### src/rtl/esr_pkg.sv
package esr_pkg;
  localparam int ERR_W = 8;
  // status bit positions
  localparam int B_TX_CSUM   = 0;
  localparam int B_RX_CSUM   = 1;
  localparam int B_TX_ACCEPT = 2;
  localparam int B_RX_ACCEPT = 3;
  localparam int B_REDIR_IPI = 4;
  localparam int B_TX_BADVEC = 5;
  localparam int B_RX_BADVEC = 6;
  localparam int B_BAD_REG   = 7;
endpackage

### src/rtl/esr_accum.sv
module esr_accum #(
  parameter int ERR_W = 8
) (
  input  logic             clk,
  input  logic             rst_n,
  input  logic [ERR_W-1:0] ev_mask,
  input  logic             xfer,
  output logic [ERR_W-1:0] pend_q,
  output logic [ERR_W-1:0] stat_q,
  output logic             first_err
);
  logic [ERR_W-1:0] base;
  logic [ERR_W-1:0] pend_d;
  logic             pend_en;

  always_comb begin
    base      = xfer ? '0 : pend_q;
    pend_d    = base | ev_mask;
    pend_en   = xfer || (ev_mask != '0);
    first_err = (base == '0) && (ev_mask != '0);
  end

  always_ff @(posedge clk or negedge rst_n) begin
    if (!rst_n) begin
      pend_q <= '0;
      stat_q <= '0;
    end else begin
      if (pend_en) pend_q <= pend_d;
      if (xfer)    stat_q <= pend_q;
    end
  end
endmodule

### src/rtl/esr_lvt.sv
module esr_lvt #(
  parameter int DATA_W   = 32,
  parameter int VEC_W    = 8,
  parameter int MASK_BIT = 16
) (
  input  logic              clk,
  input  logic              rst_n,
  input  logic              wr,
  input  logic [VEC_W-1:0]  wr_vec,
  input  logic              wr_msk,
  output logic [VEC_W-1:0]  vec_q,
  output logic              msk_q,
  output logic [DATA_W-1:0] rd_word
);
  always_comb begin
    rd_word                = '0;
    rd_word[VEC_W-1:0]     = vec_q;
    rd_word[MASK_BIT]      = msk_q;
  end

  always_ff @(posedge clk or negedge rst_n) begin
    if (!rst_n) begin
      vec_q <= '0;
      msk_q <= 1'b1;
    end else if (wr) begin
      vec_q <= wr_vec;
      msk_q <= wr_msk;
    end
  end
endmodule

### src/rtl/esr_irq.sv
module esr_irq #(
  parameter int VEC_W = 8
) (
  input  logic             clk,
  input  logic             rst_n,
  input  logic             fire,
  input  logic [VEC_W-1:0] vec_in,
  output logic             irq_valid,
  output logic [VEC_W-1:0] irq_vector
);
  always_ff @(posedge clk or negedge rst_n) begin
    if (!rst_n) begin
      irq_valid  <= 1'b0;
      irq_vector <= '0;
    end else begin
      irq_valid <= fire;
      if (fire) irq_vector <= vec_in;
    end
  end
endmodule

### src/rtl/esr_unit.sv
module esr_unit #(
  parameter int DATA_W   = 32,
  parameter int ADDR_W   = 4,
  parameter int VEC_W    = 8,
  parameter int MASK_BIT = 16,
  parameter int ESR_OFS  = 8,
  parameter int LVT_OFS  = 7
) (
  input  logic                      clk,
  input  logic                      rst_n,
  input  logic                      x2_mode,
  input  logic                      wr_en,
  input  logic [ADDR_W-1:0]         wr_addr,
  input  logic [DATA_W-1:0]         wr_data,
  input  logic [ADDR_W-1:0]         rd_addr,
  output logic [DATA_W-1:0]         rd_data,
  input  logic                      err_valid,
  input  logic [esr_pkg::ERR_W-1:0] err_mask,
  output logic                      irq_valid,
  output logic [VEC_W-1:0]          irq_vector
);
  localparam int ERR_W = esr_pkg::ERR_W;
  localparam logic [ADDR_W-1:0] ESR_A = ADDR_W'(ESR_OFS);
  localparam logic [ADDR_W-1:0] LVT_A = ADDR_W'(LVT_OFS);
  localparam logic [ERR_W-1:0] BAD_REG_BIT = ERR_W'(1) << esr_pkg::B_BAD_REG;

  // reset: asserted asynchronously, released on the clock
  logic rst_s1, rst_q_n;
  always_ff @(posedge clk or negedge rst_n) begin
    if (!rst_n) begin
      rst_s1  <= 1'b0;
      rst_q_n <= 1'b0;
    end else begin
      rst_s1  <= 1'b1;
      rst_q_n <= rst_s1;
    end
  end

  logic             esr_wr, lvt_wr, reject, xfer, fire;
  logic [ERR_W-1:0] ev_mask, pend_q, stat_q;
  logic             first_err;
  logic [VEC_W-1:0] lvt_vec;
  logic             lvt_msk;
  logic [DATA_W-1:0] lvt_word;

  always_comb begin
    esr_wr  = wr_en && (wr_addr == ESR_A);
    lvt_wr  = wr_en && (wr_addr == LVT_A);
    reject  = esr_wr && x2_mode && (wr_data != '0);
    xfer    = esr_wr && !reject;
    ev_mask = (err_valid ? err_mask : '0) | (reject ? BAD_REG_BIT : '0);
    fire    = first_err && !lvt_msk;
  end

  esr_accum #(.ERR_W(ERR_W)) u_accum (
    .clk(clk), .rst_n(rst_q_n), .ev_mask(ev_mask), .xfer(xfer),
    .pend_q(pend_q), .stat_q(stat_q), .first_err(first_err)
  );

  esr_lvt #(.DATA_W(DATA_W), .VEC_W(VEC_W), .MASK_BIT(MASK_BIT)) u_lvt (
    .clk(clk), .rst_n(rst_q_n), .wr(lvt_wr),
    .wr_vec(wr_data[VEC_W-1:0]), .wr_msk(wr_data[MASK_BIT]),
    .vec_q(lvt_vec), .msk_q(lvt_msk), .rd_word(lvt_word)
  );

  esr_irq #(.VEC_W(VEC_W)) u_irq (
    .clk(clk), .rst_n(rst_q_n), .fire(fire), .vec_in(lvt_vec),
    .irq_valid(irq_valid), .irq_vector(irq_vector)
  );

  always_comb begin
    if (rd_addr == ESR_A)      rd_data = {{(DATA_W-ERR_W){1'b0}}, stat_q};
    else if (rd_addr == LVT_A) rd_data = lvt_word;
    else                       rd_data = '0;
  end
endmodule

### config.mk
export PLATFORM = sky130hd
export DESIGN_NAME = esr_unit
export DESIGN_NICKNAME = d
export VERILOG_FILES = /design/src/rtl/esr_pkg.sv /design/src/rtl/esr_accum.sv /design/src/rtl/esr_lvt.sv /design/src/rtl/esr_irq.sv /design/src/rtl/esr_unit.sv
export SDC_FILE = /design/constraint.sdc
export NUM_CORES = 1
export LEC_CHECK = 0
export CORE_ASPECT_RATIO = 0.9
export CORE_MARGIN = 10
export CORE_UTILIZATION = 35
export DETAILED_ROUTE_END_ITERATION = 16
export PLACE_DENSITY = 0.74
export SLEW_MARGIN = 20
export SYNTH_ARGS = -nofsm -noshare
export SYNTH_HDL_FRONTEND = slang
export SYNTH_HIERARCHICAL = 1
export SYNTH_SLANG_ARGS = --single-unit
### constraint.sdc
create_clock -name clk -period 2.32 [get_ports clk]
set_input_delay 0.464 -clock clk [delete_from_list [all_inputs] [get_ports clk]]
set_output_delay 0.464 -clock clk [all_outputs]
set_load 0.01 [all_outputs]
* Yosys cells after proc, flatten, opt, wreduce, memory -nomap -nowiden
Index checks and enable logic that the tools add are counted.
** Cells by class
- Equality and inequality tests :: 4
- Muxes and demuxes :: 5
- Reductions and logical operators :: 13
- Bitwise logic cells :: 2
** Operators with widths (number)
- 32-bit two-way mux :: 1
- 32-bit nonzero test :: 1
- 8-bit two-way mux :: 3
- 17-bit two-way mux :: 1
- 8-bit bitwise OR :: 2
- 4-bit by 3-bit == test with 1-bit output, second input constant :: 2
- 4-bit == test, second input constant :: 2
- 8-bit zero test :: 1
- 8-bit nonzero test :: 1
- 1-bit logical AND :: 7
- 1-bit zero test :: 2
- 1-bit logical OR :: 1
** Word-level totals
- Output and inout bits :: 41
- Word-level logic and storage cells :: 32
- Flip-flop bits (word level) :: 36
- Input bits :: 53

* Logic depth before layout (Yosys ltp)
- Word-level depth :: 10
- Depth in mapped cells :: 10
- Depth with buffers taken out :: 8

* Cells and area by module
Netlist, hierarchy kept.
** By module, submodules not included
- esr_lvt :: area each 616.8 µm², cells each 52, sequential area each 226.5 µm², times used 1
- esr_accum :: area each 610.6 µm², cells each 40, sequential area each 400.4 µm², times used 1
- esr_unit :: area each 486.7 µm², cells each 66, sequential area each 50.0 µm², times used 1
- esr_irq :: area each 356.6 µm², cells each 18, sequential area each 225.2 µm², times used 1

* Worst setup path after synthesis
OpenSTA, ideal clock, no wires.
- Kind :: in2reg
- Start point :: input port wr_data[24]
- End point :: register u_irq.irq_vector[0]
- Required time :: 2195 ps
- Library setup time :: 125 ps
- Cell stages on the path :: 10
- Path slack :: 151 ps
- Arrival :: 2044 ps
- Path buffers :: 2
- Cells stage by stage :: nor4_1 > nand4_1 > o21ai_1 > and2b_2 > buf_4 > a21oi_1 > a21oi_1 > nor2b_1 > buf_6 > mux2_4
** On the way
- Cells in the longest elaborated chain, start to end :: 8
- Elaborated cells on any way between the ends :: 11
- Those cells by class :: mux (2); bitwise (1); reduce/logical (8)
** Ends and longest elaborated chain
- start: declaration :: RTL line esr_unit.sv:14 : input logic [DATA_W-1:0] wr_data,
- 32-bit nonzero test :: RTL line esr_unit.sv:49 : reject = esr_wr && x2_mode && (wr_data != '0);
- 1-bit logical AND :: RTL line esr_unit.sv:49
- 1-bit zero test :: RTL line esr_unit.sv:50 : xfer = esr_wr && !reject;
- 1-bit logical AND :: RTL line esr_unit.sv:50
- net xfer :: RTL line esr_unit.sv:39 : logic esr_wr, lvt_wr, reject, xfer, fire;
- 8-bit two-way mux :: RTL line esr_accum.sv:17 : base = xfer ? '0 : pend_q;
- 8-bit zero test :: RTL line esr_accum.sv:20 : first_err = (base == '0) && (ev_mask != '0);
- 1-bit logical AND :: RTL line esr_accum.sv:20
- net first_err :: RTL line esr_unit.sv:41 : logic first_err;
- 1-bit logical AND :: RTL line esr_unit.sv:52 : fire = first_err && !lvt_msk;
- net fire :: RTL line esr_unit.sv:39
- end signal: assignment :: RTL line esr_irq.sv:17 : if (fire) irq_vector <= vec_in;
- end: declaration :: RTL line esr_irq.sv:9 : output logic [VEC_W-1:0] irq_vector
The timed path passes the listed nets, and every way through them passes these cells.
A chain may end at the register's enable or synchronous reset.

* Final worst setup path
- Start point :: input port rd_addr[2]
- End point :: output port rd_data[5]
** On the way
- Cells in the longest elaborated chain, start to end :: 3
- Elaborated cells on any way between the ends :: 4
- Those cells by class :: eq/ne (2); mux (2)
** Ends and longest elaborated chain
- start: declaration :: RTL line esr_unit.sv:15 : input logic [ADDR_W-1:0] rd_addr,
- 4-bit by 3-bit == test with 1-bit output :: RTL line esr_unit.sv:73 : else if (rd_addr == LVT_A) rd_data = lvt_word;
- 17-bit two-way mux :: RTL line esr_unit.sv:73
- 32-bit two-way mux (*) :: RTL line esr_unit.sv:72 : if (rd_addr == ESR_A) rd_data = {{(DATA_W-ERR_W){1'b0}}, stat_q};
- end: declaration :: RTL line esr_unit.sv:16 : output logic [DATA_W-1:0] rd_data,
Mark *: on every way between the ends. The rest lies on a longest branch, timed or not.

==> impl_metrics.csv <==
group,metric,value,unit
sta,setup_viol,0,
synth,synth_area,2070,µm²
grt,grt-ovfl-total,0,
placed_design,io_buffer_count,70,
floorplanning,dieArea,9400,µm²
detailed_routing,ant_nets,0,
finish,final_area,2960,µm²
run_status,status,"finished clean",
sta,whs,0.272,ns
clock_network,max-clock-path-buffers,2,
placed_design,gp_congestion,0.794,
clock_network,cts_root_buffer,"clkbuf_8",
synth,synth_cell_type_count,27,
critical_path,cp.required,1.86,ns
job,max_cap_violations,0,
sta,hold_viol,0,
detailed_routing,via_per_inst,4.55,
clock_network,clkLatencyLatePin,0.28,ns
synth,synthFlopType,"dfrtp_1",
finish,instances_no_fill,329,
clock_network,h-tree-depth,2,
synth,async_flop_share,100,%
sta,fin_crit,2.28,ns
synth,yosysSeqAreaShare,43.6,%
floorplanning,start_util,36.2,%
clock_network,postCtsHoldBufs,0,
pwr,vdd_drop_max,330,µV
critical_path,critPathArrivalTime,1.82,ns
critical_path,ff2ff_path_depth,6,
critical_path,path_max_fanout,3,
detailed_routing,drc_errors,0,
clock_network,cts_tree,"yes",
sta,slew_violations,0,
sta,skew,0.00241,ns
critical_path,cp-end-kind,"output port",
clock_network,clkSlewWorstSetupHoldPaths,0.07,ns
detailed_routing,drtIter0Drc,23,
hold_path,hold_path.class,"reg -> async",
critical_path,startpoint_type,"primary input",
sta,clock.fmax,438,MHz
floorplanning,core,5730,µm²
pwr,p_leak,1.31,nW
finish,nets,311,
sta,fin_crit_sh,98.4,%
pwr,powerDensity,549,nW/µm²
floorplanning,rows,26,
detailed_routing,wl_per_cell,16.4,µm
placed_design,dp_hpwl,4.40,mm
critical_path,critPathKind,"in -> out",
grt,grt_pass1_vias,1529,
synth,syn_area_per_cell,11.8,µm²
finish,diodes,0,
synth,yosys_warnings,6,
placed_design,place_area,2780,µm²
floorplanning,die-width,101,µm
detailed_routing,via_count,1497,
synth,synth-seq-cells,36,
placed_design,dp_cells,316,
detailed_routing,drtPass1Iterations,6,
detailed_routing,wirelength,5.39,mm
synth,syn_inst,176,
floorplanning,die_y,93.0,µm
clock_network,cts-buffers-inserted,5,
grt,grt_max_degree,35,
sta,setup_tns,0,ns
floorplanning,io_pins,94,
clock_network,cts.sinks,36,
synth,synth-edff-count,0,
pwr,power,1.63,mW
grt,grt_use_total,11.0,%
grt,grt_pass1_wl,8.22,mm
finish,final_layout_size_suffix_gt1_share,32.8,%
grt,antenna_found_initial,0,
finish,area_growth,42.9,%
==> flip-flops by register name (all words and copies together), names as in the netlist <==
name,cells
rst_s1,1
u_accum/stat_q,8
u_lvt/vec_q,8
u_irq/irq_vector,8
u_accum/pend_q,8
rst_q_n,1
u_irq/irq_valid,1
u_lvt/msk_q,1
==> path summary, 6_finish.rpt <==
check	startpoint	to	slack, ns
max reg2reg	u_accum/pend_q[2]	u_irq/irq_vector[3]	0.59
max	rd_addr[2]	rd_data[5]	0.04
min reg2reg	rst_q_n	u_accum/pend_q[2]	0.27
max in group asynchronous	rst_q_n	u_lvt/msk_q	1.72
min in group clk	rst_s1	rst_q_n	0.36
min	rst_q_n	u_accum/pend_q[2]	0.27
==> stage by stage <==
step                      worst slack [ns]  util [%]
final                               0.0364      51.7
after global routing               -0.0252      51.7
after CTS                         -0.00281      51.9
after detailed placement            -0.973      48.5
after global placement              -0.794      48.5
after floorplan                      0.151         -
==> Yosys cell counts, types with 2 or more instances <==
cell type | count | share of area [%]
and2_1 | 31 | 9.4
nand4_1 | 2 | 0.60
conb_1 | 2 | 0.36
nor4_1 | 10 | 3.0
a21o_1 | 7 | 2.5
nor4_2 | 2 | 1.2
mux2_4 | 17 | 12
buf_4 | 34 | 12
mux2_2 | 8 | 4.4
clkbuf_2 | 2 | 0.48
buf_6 | 2 | 1.1
a21oi_1 | 2 | 0.48
dfrtp_1 | 35 | 42
a22o_1 | 8 | 3.4
nand3_1 | 2 | 0.48
==> worst max-delay path, stage by stage <==
cell             delay (ns)
clkdlybuf4s50_1        0.46
and4b_4                0.25
buf_4                  0.14
a22o_1                 0.21
dlygate4sd2_1          0.29
==> cells by family (layout without fill, tap and decap cells) <==
kind of cell	Yosys count	in the layout	share of synthesized area [%]
AO/OA/AOI/OAI	20	20	7.31
buffers and inverters	39	100	14.1
flip-flops	36	36	43.6
multiplexers	25	25	16.7
other	2	24	0.363
AND/OR/NAND/NOR	54	54	18.0
==> final cells by class <==
type / count / area, µm²
fill: 516 / 2770
multi-input combinational: 123 / 1070
sequential: 36 / 902
timing repair buffer: 91 / 806
clock buffer: 8 / 90.1
tap: 70 / 87.6
inverter: 1 / 3.75
==> cells in the final DEF (no fill, tap or decap) <==
master	instances
a21o_1	7
a21o_2	1
a21oi_2	2
a22o_1	8
and2_1	31
and2b_2	1
and4b_4	1
buf_12	1
buf_4	18
buf_6	2
clkbuf_1	2
clkbuf_2	11
clkbuf_8	6
clkdlybuf4s15_1	14
clkdlybuf4s50_1	28
conb_1	24
dfrtp_1	35
dfstp_2	1
dlygate4sd2_1	16
dlymetal6s2s_1	1
inv_1	1
mux2_2	8
mux2_4	17
nand2_1	1
nand3_1	2
nand4_1	2
nor2b_4	1
nor3_1	1
nor3b_2	1
nor4_1	1
nor4_2	8
nor4_4	3
nor4b_4	1
o21ai_2	2
==> routing by layer <==
metal	vias up	GRT usage [%]	part of all wire, %
met5	-	0	0
met4	0	1.74	0
met3	0	3.97	6.7
met2	50	20.3	56
met1	719	11.9	37
li1	728	-	-
==> timing repair <==
| item | in CTS | in global routing |
|---|---|---|
| setup endpoints to repair | 18 | 16 |
| buffers inserted | 4 | 2 |
| cloned | 1 | 0 |
| pin swaps | 15 | 15 |
| resized for setup | 64 | 36 |
==> where the power goes <==
group / internal [mW] / switching [mW]
combinational: 0.249 / 0.125
clock: 0.242 / 0.202
sequential: 0.732 / 0.0745
total: 1.22 / 0.402
(Power assumes the default switching activity.)
